===== src/rtl/regfile_datapath.sv =====
module regfile_datapath #(
  parameter int DW  = 8,
  parameter int RAW = 3,
  parameter int MAW = 4
) (
  input  logic           clk,
  input  logic           rst_n,
  input  logic           wr_en,
  input  logic [RAW-1:0] dst_sel,
  input  logic [RAW-1:0] a_sel,
  input  logic [RAW-1:0] b_sel,
  input  logic           const_sel,
  input  logic [DW-1:0]  const_in,
  input  logic [3:0]     fsel,
  input  logic           mem_we,
  input  logic           res_sel,
  output logic [DW-1:0]  a_bus,
  output logic [DW-1:0]  b_bus,
  output logic [DW-1:0]  wb_data,
  output logic           flag_v,
  output logic           flag_c,
  output logic           flag_n,
  output logic           flag_z
);
  localparam int NREG  = 1 << RAW;
  localparam int DEPTH = 1 << MAW;

  logic [DW-1:0] regs [NREG];
  logic [DW-1:0] mem  [DEPTH];
  logic [DW-1:0] opnd, fres, mem_rd;
  logic [DW:0]   sum;
  logic          cin, arith;
  logic [MAW-1:0] maddr;

  assign a_bus  = regs[a_sel];
  assign b_bus  = const_sel ? const_in : regs[b_sel];
  assign maddr  = a_bus[MAW-1:0];
  assign mem_rd = mem[maddr];

  always_comb begin
    arith = 1'b1;
    cin   = 1'b0;
    opnd  = '0;
    fres  = a_bus;
    case (fsel)
      4'd1: opnd = {{(DW-1){1'b0}}, 1'b1};
      4'd2: opnd = b_bus;
      4'd3: begin opnd = ~b_bus; cin = 1'b1; end
      4'd4: opnd = '1;
      4'd5: begin arith = 1'b0; fres = a_bus & b_bus; end
      4'd6: begin arith = 1'b0; fres = a_bus | b_bus; end
      4'd7: begin arith = 1'b0; fres = a_bus ^ b_bus; end
      4'd8: begin arith = 1'b0; fres = ~a_bus; end
      default: arith = 1'b0;
    endcase
    if (arith) fres = sum[DW-1:0];
  end

  assign sum = {1'b0, a_bus} + {1'b0, opnd} + {{DW{1'b0}}, cin};

  assign flag_c  = arith & sum[DW];
  assign flag_v  = arith & (a_bus[DW-1] == opnd[DW-1]) & (sum[DW-1] != a_bus[DW-1]);
  assign flag_n  = fres[DW-1];
  assign flag_z  = (fres == '0);
  assign wb_data = res_sel ? mem_rd : fres;

  always_ff @(posedge clk or negedge rst_n) begin
    if (!rst_n) begin
      for (int i = 0; i < NREG; i++) regs[i] <= '0;
    end else if (wr_en) begin
      regs[dst_sel] <= wb_data;
    end
  end

  always_ff @(posedge clk or negedge rst_n) begin
    if (!rst_n) begin
      for (int i = 0; i < DEPTH; i++) mem[i] <= '0;
    end else if (mem_we) begin
      mem[maddr] <= b_bus;
    end
  end
endmodule


===== config.mk =====
export PLATFORM = sky130hd
export DESIGN_NAME = regfile_datapath
export DESIGN_NICKNAME = d
export VERILOG_FILES = /design/src/rtl/regfile_datapath.sv
export SDC_FILE = /design/constraint.sdc
export NUM_CORES = 1
export LEC_CHECK = 0
export ABC_AREA = 0
export BUFFER_PORTS_ARGS = -buffer_cell sky130_fd_sc_hd__buf_2
export CAP_MARGIN = 20
export CORE_AREA = 2 2 143 145
export CTS_BUF_LIST = sky130_fd_sc_hd__clkbuf_8
export CTS_CLUSTER_DIAMETER = 120
export CTS_CLUSTER_SIZE = 8
export DETAILED_ROUTE_END_ITERATION = 10
export DIE_AREA = 0 0 145 147
export GPL_ROUTABILITY_DRIVEN = 0
export PLACE_DENSITY_LB_ADDON = 0.08
export REMOVE_ABC_BUFFERS = 1
export SYNTH_ARGS = -nofsm -noshare
export SYNTH_HDL_FRONTEND = slang
export SYNTH_SLANG_ARGS = --single-unit

===== constraint.sdc =====
create_clock -name clk -period 6.3 [get_ports clk]
set_clock_uncertainty 0.1 [all_clocks]
set_input_delay 0.945 -clock clk [delete_from_list [all_inputs] [get_ports clk]]
set_output_delay 0.945 -clock clk [all_outputs]
set_load 0.01 [all_outputs]

After elaboration in Yosys (flattened, before gate mapping). Index checks and enable logic that the tools add are counted.

RAM bits: 0. Memories kept: 0. Output and inout bits: 28. Bits in registers: 192. Latch bits: 0. Input bits: 27. Memory bits (read-only): 0.

Equality and inequality tests: 10. Shift-type cells: 0. $mul: 0. Add/sub/neg operators: 2. $lt $le $gt $ge: 6. Muxes and demuxes: 22. Div/mod/pow operators: 0. Bitwise operators: 12. Reduce and logical (&&, ||, !) cells: 4.

Operators by type and width (number): bitwise mux 128 bit (1); 2-to-1 mux 8 bit (11); bitwise mux 64 bit (1); case mux 8 bit (4 select lines) (2); binary-select mux 8 bit (select 3 bit) (2); binary-select mux 8 bit (select 4 bit) (1); demux 8 bit (select 4 bit) (1); demux 8 bit (select 3 bit) (1); == test 4 x 3 -> 1 bit, second input constant (4); inverter 8 bit (2); >= comparator 4 bit, second input constant (3); inverter 3 -> 4 bit (3); adder 8 x 8 -> 9 bit (1); adder 9 x 1 -> 9 bit (1); AND 8 bit (1); == test 4 x 2 -> 1 bit, second input constant (2); logical NOT 8 bit (1); bitwise OR 8 bit (1); bitwise XOR 8 bit (1); >= comparator 5 bit, second input constant (1); less-than comparator 5 x 1 -> 1 bit, second input constant (1); inverter 4 -> 5 bit (1); == test 4 x 1 -> 1 bit, second input constant (1); == test 4 bit, second input constant (1); 7 further kinds (11).

Depth between registers and ports, before layout. Gate-level depths: netlist of the first run.

Word-level depth: 12. Gate-level depth with buffers: 19.

Worst setup path before layout of the first run. Ideal clock, no wire load.

Kind: input -> output. Start: input port b_sel[0]. End: output port wb_data[6]. Arrival: 5002 ps. Setup slack: 253 ps. Stages: 18. Required time: 5255 ps. Path through: clkbuf_1 mux4_2 mux2i_1 o21ai_0 inv_1 a21oi_1 o22a_1 nor2_1 fa_1 inv_1 fa_1 nand2b_1 a21oi_1 o21ai_0 nor3b_1 nor4_1 nor3_1 a21oi_1.

Longest elaborated chain between the ends: 11. Elaborated cells between the ends (all ways): 15.

Ends and longest elaborated chain: start, declared (RTL line 11) `input logic [RAW-1:0] b_sel,`; inverter 3 -> 4 bit (implied by the code) * (RTL line 36) `assign b_bus = const_sel ? const_in : regs[b_sel];`; binary-select mux 8 bit (select 3 bit) * (RTL line 36); 2-to-1 mux 8 bit (implied by the code) * (2 in series) (RTL line 36); 2-to-1 mux 8 bit * (RTL line 36); inverter 8 bit (RTL line 48) `4'd3: begin opnd = ~b_bus; cin = 1'b1; end`; case mux 8 bit (4 select lines) (RTL line 45) `case (fsel)`; adder 8 x 8 -> 9 bit (RTL line 59) `assign sum = {1'b0, a_bus} + {1'b0, opnd} + {{DW{1'b0}}, cin};`; adder 9 x 1 -> 9 bit (RTL line 59); 2-to-1 mux 8 bit * (RTL line 56) `if (arith) fres = sum[DW-1:0];`; 2-to-1 mux 8 bit * (RTL line 65) `assign wb_data = res_sel ? mem_rd : fres;`; end, declared (RTL line 19) `output logic [DW-1:0] wb_data,`.

Mark *: on every way between the ends. The rest lies on a longest branch, timed or not. The select of a mux whose other input is x is not followed.

Final worst setup path of the first run.
Start: input port b_sel[0]. End: output port wb_data[2].

Same word-level chain as after synthesis.

==> results.py, run 1 <==
metrics = {
    "synthesis": {
        "synthTopCellsByArea": "dfrtp_1, mux2_2, mux4_2, mux2i_1, nand2_1",
        "synth_edf_count": 0,
        "yosys_warnings": 0,
        "async_reset_ff_share_pct": 100,
        "synth_cells": 1032,
        "yosysTopAreaCellShare_pct": 41.3,
        "synthFlopType": "dfrtp_1",
        "ys_seq_area_share_pct": 41.3,
        "yosys.area.top_type": "dfrtp_1",
        "synth-seq-cells": 192,
        "ys_types": 88,
        "synth_area_per_cell_um2": 11.3,
        "synth_area_um2": 11600,
    },
    "finish": {
        "fin_nets": 1127,
        "layout.cells.non_filler": 1358,
        "nFillCells": 1623,
        "syn_to_final_growth_pct": 8.47,
        "design_area_um2": 12600,
        "diodes": 0,
        "drive_gt1_share_pct": 31.5,
        "fin_util_pct": 63.5,
    },
    "clock_tree": {
        "cts_tree": "built",
        "cts_sinks": 192,
        "htree_levels": 4,
        "cts_root_buf": "clkbuf_8",
        "cts.clk_slew.worst_paths_ns": 0.11,
        "cts_buffer_depth": 2,
        "clock_latency_ns": 0.48,
        "cts_buffers": 17,
        "cts_setup_buffers": 0,
        "cts_hold_buffers": 0,
    },
    "timing": {
        "maxSlewHeadroom_pct": 24.1,
        "hold_viol": 0,
        "min_period_over_period_pct": 96.4,
        "max_freq_ghz": 0.165,
        "finalSetupViolations": 0,
        "slew_viol_final": 0,
        "rsz0062_at_grt": "no",
        "period_minus_slack_ns": 6.07,
        "finalSetupTns_ns": 0,
        "setup_ws_ns": 0.227,
        "worstMarginPinSlew_ns": 1.13,
    },
    "floorplanning": {
        "start_util_pct": 58.6,
        "die_h_um": 147,
        "row_count": 52,
        "die_w_um": 145,
        "dieArea_um2": 21300,
        "pin_count": 55,
        "coreArea_um2": 19800,
    },
    "power_and_ir_drop": {
        "p_leak_nw": 5.48,
        "p_per_area_nw_per_um2": 435,
        "peakVddDrop_mv": 0.266,
    },
    "routing": {
        "dr.pass1.iters": 6,
        "detail_route.wl_per_cell_um": 23.7,
        "drt_wl_total_um": 32200,
        "postRouteAntennaNets": 0,
        "vias": 8836,
        "vias_per_cell": 6.51,
        "drc_errors": 0,
        "dr.first_iter.drc_count": 813,
    },
    "critical_path": {
        "critPathKind": "input port to primary output",
        "worstRegToRegCells": 18,
        "start_kind": "input port",
        "crit_family": "compound AO/OA/AOI/OAI gates",
        "r2r-end": "regs[60]$_DFFE_PN0P_",
        "cp-end-kind": "primary output",
        "r2r-start": "regs[32]$_DFFE_PN0P_",
        "worstPathArrival_ns": 5.03,
        "critical_path.startpoint": "b_sel[0]",
        "cp.required_ns": 5.25,
        "rrSetupSlack_ns": 1.65,
        "critPathMaxFanout": 9,
        "path_cells": "buf_2 > mux4_2 > mux2i_1 > o21ai_1 > inv_1 > a21oi_1 > o22a_1 > nor2_1 > fa_1 > inv_1 > fa_1 > xnor2_1 > a221oi_1 > o21ai_0 > a31o_2 > a21oi_1 > a41oi_2 > buf_2",
        "slowest_delay_ns": 0.55,
        "cp_slowest_cell": "a41oi_2",
        "critPathBufInv": 4,
    },
    "global_routing": {
        "grt_pass1_wl_um": 50200,
        "first_global_vias": 8528,
        "antenna_found_initial": 0,
        "grt.total_usage_pct": 30.9,
        "grt_overflow": 0,
        "grt_max_degree": 72,
    },
    "flow_run": {
        "drv_cap": 0,
    },
    "placed_design": {
        "place_ws_ns": 0.326,
        "postPlaceCellArea_um2": 12200,
        "dp_cells": 1325,
        "hpwlAfterDp_um": 22700,
        "port-buffer-count": 54,
    },
    "min_path": {
        "min_path_type": "input port to async pin",
    },
    "run_status": {
        "status": "finished, final reports clean",
    },
}
## cell families (layout without fill, tap and decap cells)
logic type	Yosys count	after routing	synth area share [%]
AOI/OAI and AO/OA	206	206	12.7
xor gates and xnor gates	13	13	0.979
adders and majority gates	25	25	2.82
buffers and inverters	92	148	3.84
DFF	192	192	41.3
muxes	237	237	26.5
and+or+nand+nor	267	267	11.8
## layer usage
| metal | vias up | GRT usage, % | share of wire, % |
|---|---|---|---|
| met1 | 4453 | 44.1 | 44 |
| met4 | 0 | 10.6 | 2.8 |
| met5 | - | 0 | 0 |
| li1 | 3957 | - | - |
| met2 | 363 | 46.7 | 45 |
| met3 | 63 | 7.27 | 8.6 |
## worst max-delay path by stage
stage / to / slack, ns / cells past startpoint
after global routing: wb_data[6] / 0.03 / 20
after detailed placement: wb_data[6] / 0.33 / 20
final: wb_data[2] / 0.23 / 18
after global placement: wb_data[6] / 0.36 / 20
after floorplan: wb_data[6] / 0.12 / 17
after CTS: wb_data[6] / 0.31 / 20
## synth_stat cells (all sizes together), types with 10 or more instances
master,number
a21oi,22
a31oi,10
buf,28
clkbuf,38
dfrtp,192
ha,23
inv,24
mux2,143
mux2i,54
mux4,40
nand2,100
nand2b,15
nand3,24
nand4,10
nor2,44
nor2b,12
nor3,16
o211ai,12
o21ai,61
o22ai,10
o31ai,13
o32ai,12
## layout by cell type (no fill, tap or decap), types with 5 or more instances in the layout
| cell | instances |
|---|---|
| o32ai_1 | 12 |
| nor2_1 | 39 |
| a21o_1 | 7 |
| o21ai_1 | 8 |
| a31oi_1 | 10 |
| mux2_2 | 142 |
| o211ai_1 | 12 |
| nor3_1 | 14 |
| buf_4 | 35 |
| o21ai_0 | 53 |
| nand3b_1 | 7 |
| mux4_2 | 35 |
| ha_1 | 23 |
| xnor2_1 | 6 |
| or3_1 | 5 |
| buf_2 | 53 |
| nand4_1 | 10 |
| a211oi_1 | 6 |
| dfrtp_1 | 192 |
| nand2b_1 | 15 |
| nor2b_1 | 12 |
| xor2_1 | 7 |
| nand3_1 | 24 |
| nor2_2 | 5 |
| or3b_2 | 5 |
| o22ai_1 | 10 |
| or2_2 | 5 |
| clkbuf_8 | 20 |
| mux4_1 | 5 |
| a21oi_1 | 21 |
| nand2_1 | 99 |
| mux2i_1 | 53 |
| inv_1 | 21 |
| o31ai_1 | 13 |
## flip-flops by register name, indices dropped and copies added, names as in the netlist
name,cells
mem,128
regs,64
## report_power, final
group          total (W)  switching [W]  internal (W)
registers        0.00211       0.000359       0.00175
clock network   0.000880       0.000516      0.000365
logic            0.00250        0.00135       0.00115
total            0.00549        0.00223       0.00326
## cell type report
type | count | area (µm²) | area share (%)
repair buffers | 90 | 553 | 4.39
well taps | 270 | 338 | 2.68
clock buffers | 19 | 262 | 2.07
flip-flops and latches | 192 | 4800 | 38.1
clock inverters | 13 | 175 | 1.39
multi-input cells | 748 | 6380 | 50.6
inverters | 26 | 97.6 | 0.774
## metrics by stage
step	hold WS, ns	total power [W]
3_5_place_dp	0.370	0.00459
3_3_place_gp	0.358	0.00454
2_1_floorplan	0.344	0.00372
5_1_grt	0.399	0.00582
6_report	0.381	0.00549
4_1_cts	0.391	0.00547
## repair_timing
item,4_1_cts,5_1_grt
gates resized for setup,0,1
hold endpoints to repair,0,0
setup endpoints to repair,0,1
Power figures use the tool's default switching activity.
==> run 2: changes to the inputs <==
--- a/config.mk
+++ b/config.mk
@@ -8,12 +8,12 @@
 export ABC_AREA = 0
 export BUFFER_PORTS_ARGS = -buffer_cell sky130_fd_sc_hd__buf_2
 export CAP_MARGIN = 20
-export CORE_AREA = 2 2 143 145
+export CORE_AREA = 2 2 145 147
 export CTS_BUF_LIST = sky130_fd_sc_hd__clkbuf_8
 export CTS_CLUSTER_DIAMETER = 120
 export CTS_CLUSTER_SIZE = 8
 export DETAILED_ROUTE_END_ITERATION = 10
-export DIE_AREA = 0 0 145 147
+export DIE_AREA = 0 0 147 149
 export GPL_ROUTABILITY_DRIVEN = 0
 export PLACE_DENSITY_LB_ADDON = 0.08
 export REMOVE_ABC_BUFFERS = 1
==> constraint.sdc (replaced) <==
create_clock -name clk -period 5.47 [get_ports clk]
set_clock_uncertainty 0.1 [all_clocks]
set_input_delay 0.8205 -clock clk [delete_from_list [all_inputs] [get_ports clk]]
set_output_delay 0.8205 -clock clk [all_outputs]
set_load 0.01 [all_outputs]
==> run 2 against run 1 <==
  * Die area grew 2.8%
  * Utilization shrank 0.18 points
  * Clock power grew 10%
  * Sequential power grew 15%
  * Design area grew 3.3%
  * Non-clock buffer count grew 40
  * Final cell count grew 3.3%
  * Sequential share of layout area shrank 1.2 points
  * Total power grew 17%
  * Largest cell class unchanged
  * Largest power group unchanged
==> results.py, run 2 (same netlist as run 1, synthesis figures left out) <==
metrics = {
    "run_status": {
        "status": "finished, final reports clean",
    },
    "placed_design": {
        "hpwlAfterDp_um": 23500,
        "port-buffer-count": 54,
        "postPlaceCellArea_um2": 12400,
        "place_ws_ns": -0.141,
        "dp_cells": 1366,
    },
    "power_and_ir_drop": {
        "p_per_area_nw_per_um2": 492,
        "p_sw_share_pct": 40.6,
        "p_switching_w": 0.00260,
        "power_frac_seq_pct": 37.9,
        "p_comb_share_pct": 47.0,
        "peakVddDrop_mv": 0.301,
        "internal_power_w": 0.00381,
        "clock_power_share_pct": 15.1,
        "p_leak_nw": 5.70,
    },
    "routing": {
        "drt_wl_total_um": 32600,
        "drc_errors": 0,
        "postRouteAntennaNets": 0,
        "vias": 8892,
        "dr.pass1.iters": 5,
        "detail_route.wl_per_cell_um": 23.2,
        "dr.first_iter.drc_count": 901,
        "vias_per_cell": 6.34,
    },
    "timing": {
        "min_period_over_period_pct": 97.0,
        "setup_ws_ns": 0.164,
        "worstMarginPinSlew_ns": 0.925,
        "finalSetupTns_ns": 0,
        "hold_viol": 0,
        "finalSetupViolations": 0,
        "slew_viol_final": 0,
        "rsz0062_at_grt": "yes",
        "maxSlewHeadroom_pct": 38.1,
        "max_freq_ghz": 0.188,
        "hold_ws_ns": 0.178,
        "period_minus_slack_ns": 5.31,
    },
    "critical_path": {
        "rrSetupSlack_ns": 1.15,
        "cp-end-kind": "primary output",
        "worstRegToRegCells": 19,
        "critPathMaxFanout": 4,
        "cp.required_ns": 4.55,
        "r2r-start": "regs[0]$_DFFE_PN0P_",
        "start_kind": "input port",
        "r2r-end": "regs[42]$_DFFE_PN0P_",
        "critPathKind": "input port to primary output",
        "worstPathArrival_ns": 4.39,
    },
    "floorplanning": {
        "dieArea_um2": 21900,
        "start_util_pct": 56.6,
        "coreArea_um2": 20600,
        "die_h_um": 149,
        "pin_count": 55,
        "row_count": 53,
        "die_w_um": 147,
    },
    "global_routing": {
        "grt_overflow": 0,
        "grt_pass1_wl_um": 50500,
        "antenna_found_initial": 0,
        "grt.total_usage_pct": 30.6,
        "first_global_vias": 8610,
        "grt_max_degree": 129,
    },
    "clock_tree": {
        "cts_buffers": 17,
        "cts_tree": "built",
        "cts_root_buf": "clkbuf_8",
        "cts_sinks": 192,
        "cts_hold_buffers": 0,
        "htree_levels": 4,
        "cts.clk_slew.worst_paths_ns": 0.11,
        "clock_latency_ns": 0.49,
        "cts_buffer_depth": 2,
    },
    "flow_run": {
        "drv_cap": 0,
    },
    "finish": {
        "layout.cells.non_filler": 1403,
        "design_area_um2": 13000,
        "syn_to_final_growth_pct": 12.1,
        "top_regs": "mem (128), regs (64)",
        "nFillCells": 1683,
        "fin_nets": 1167,
        "final_common_cell": "dfrtp_1",
        "final_cell_mix": "dfrtp_1, mux2_2, nand2_1",
        "drive_gt1_share_pct": 35.6,
        "diodes": 0,
        "largest_register": "mem",
        "largest_reg_flops": 128,
    },
    "min_path": {
        "min_path_type": "input port to async pin",
    },
}
==> run 2: cell types whose count changed in the layout (fill, tap and decap cells not counted), moves of 3 or more <==
| cell | previous run | this run |
|---|---|---|
| o21ai_2 | 0 | 4 |
| a21oi_2 | 1 | 4 |
| o21ai_1 | 8 | 5 |
| a21oi_1 | 21 | 18 |
| buf_4 | 35 | 74 |
==> run 2: critical path, cell delays in order <==
cell and delay, ns:
buf_6 0.11, mux4_2 0.49, mux2i_1 0.17, o21ai_2 0.12, inv_1 0.11, a21oi_2 0.07
o22a_1 0.21, nor2_2 0.10, fa_2 0.21, inv_2 0.04, fa_2 0.34, nand2b_4 0.16
a21o_1 0.17, a211oi_2 0.17, a211oi_1 0.10, a311o_1 0.37, or3_1 0.36, nor3_2 0.11
buf_2 0.15
==> run 2: metal layers <==
| metal | GRT usage (%) | wire length, µm |
|---|---|---|
| met5 | 0 | 0 |
| met4 | 11.5 | 1120 |
| met3 | 6.42 | 2620 |
| met2 | 46.0 | 14400 |
| met1 | 44.2 | 14500 |
==> run 2: what timing repair did <==
item | in CTS | in global routing
pin swaps | 3 | 7
setup buffers | 2 | 2
cloned | 0 | 0
hold endpoints to repair | 0 | 0
endpoints found under the setup margin | 4 | 5
resized for setup | 6 | 24
==> run 2: cell type report <==
| class | instances | area [µm²] | area share [%] |
|---|---|---|---|
| Clock buffer | 18 | 248 | 1.90 |
| Multi-Input combinational cell | 748 | 6470 | 49.7 |
| Timing Repair Buffer | 130 | 888 | 6.82 |
| Tap cell | 275 | 344 | 2.64 |
| Clock inverter | 14 | 176 | 1.35 |
| Inverter | 26 | 97.6 | 0.749 |
| Sequential cell | 192 | 4800 | 36.9 |
==> run 2: stage by stage <==
stage	utilization, %	power, W
2_1_floorplan	-	0.00429
3_3_place_gp	60.5	0.00532
3_5_place_dp	60.5	0.00538
4_1_cts	62.8	0.00637
5_1_grt	63.4	0.00681
6_report	63.4	0.00641
==> run 2: power by group through the flow <==
| stage | clock network (W) | registers, W | logic [W] |
|---|---|---|---|
| after floorplan | 0 | 0.00230 | 0.00199 |
| after global placement | 0 | 0.00243 | 0.00289 |
| after detailed placement | 0 | 0.00245 | 0.00293 |
| after CTS | 0.000991 | 0.00242 | 0.00296 |
| after global routing | 0.00105 | 0.00250 | 0.00326 |
| final | 0.000971 | 0.00243 | 0.00301 |
==> run 2: worst max path at each step <==
stage | slack, ns | end | startpoint | cells after the start
2_1_floorplan | -0.46 | wb_data[6] | b_sel[0] | 17
3_3_place_gp | -0.09 | wb_data[6] | b_sel[0] | 20
3_5_place_dp | -0.14 | wb_data[6] | b_sel[0] | 20
4_1_cts | 0.01 | wb_data[4] | b_sel[0] | 19
5_1_grt | -0.03 | flag_z | regs[32]$_DFFE_PN0P_ | 18
6_report | 0.16 | flag_z | b_sel[0] | 19
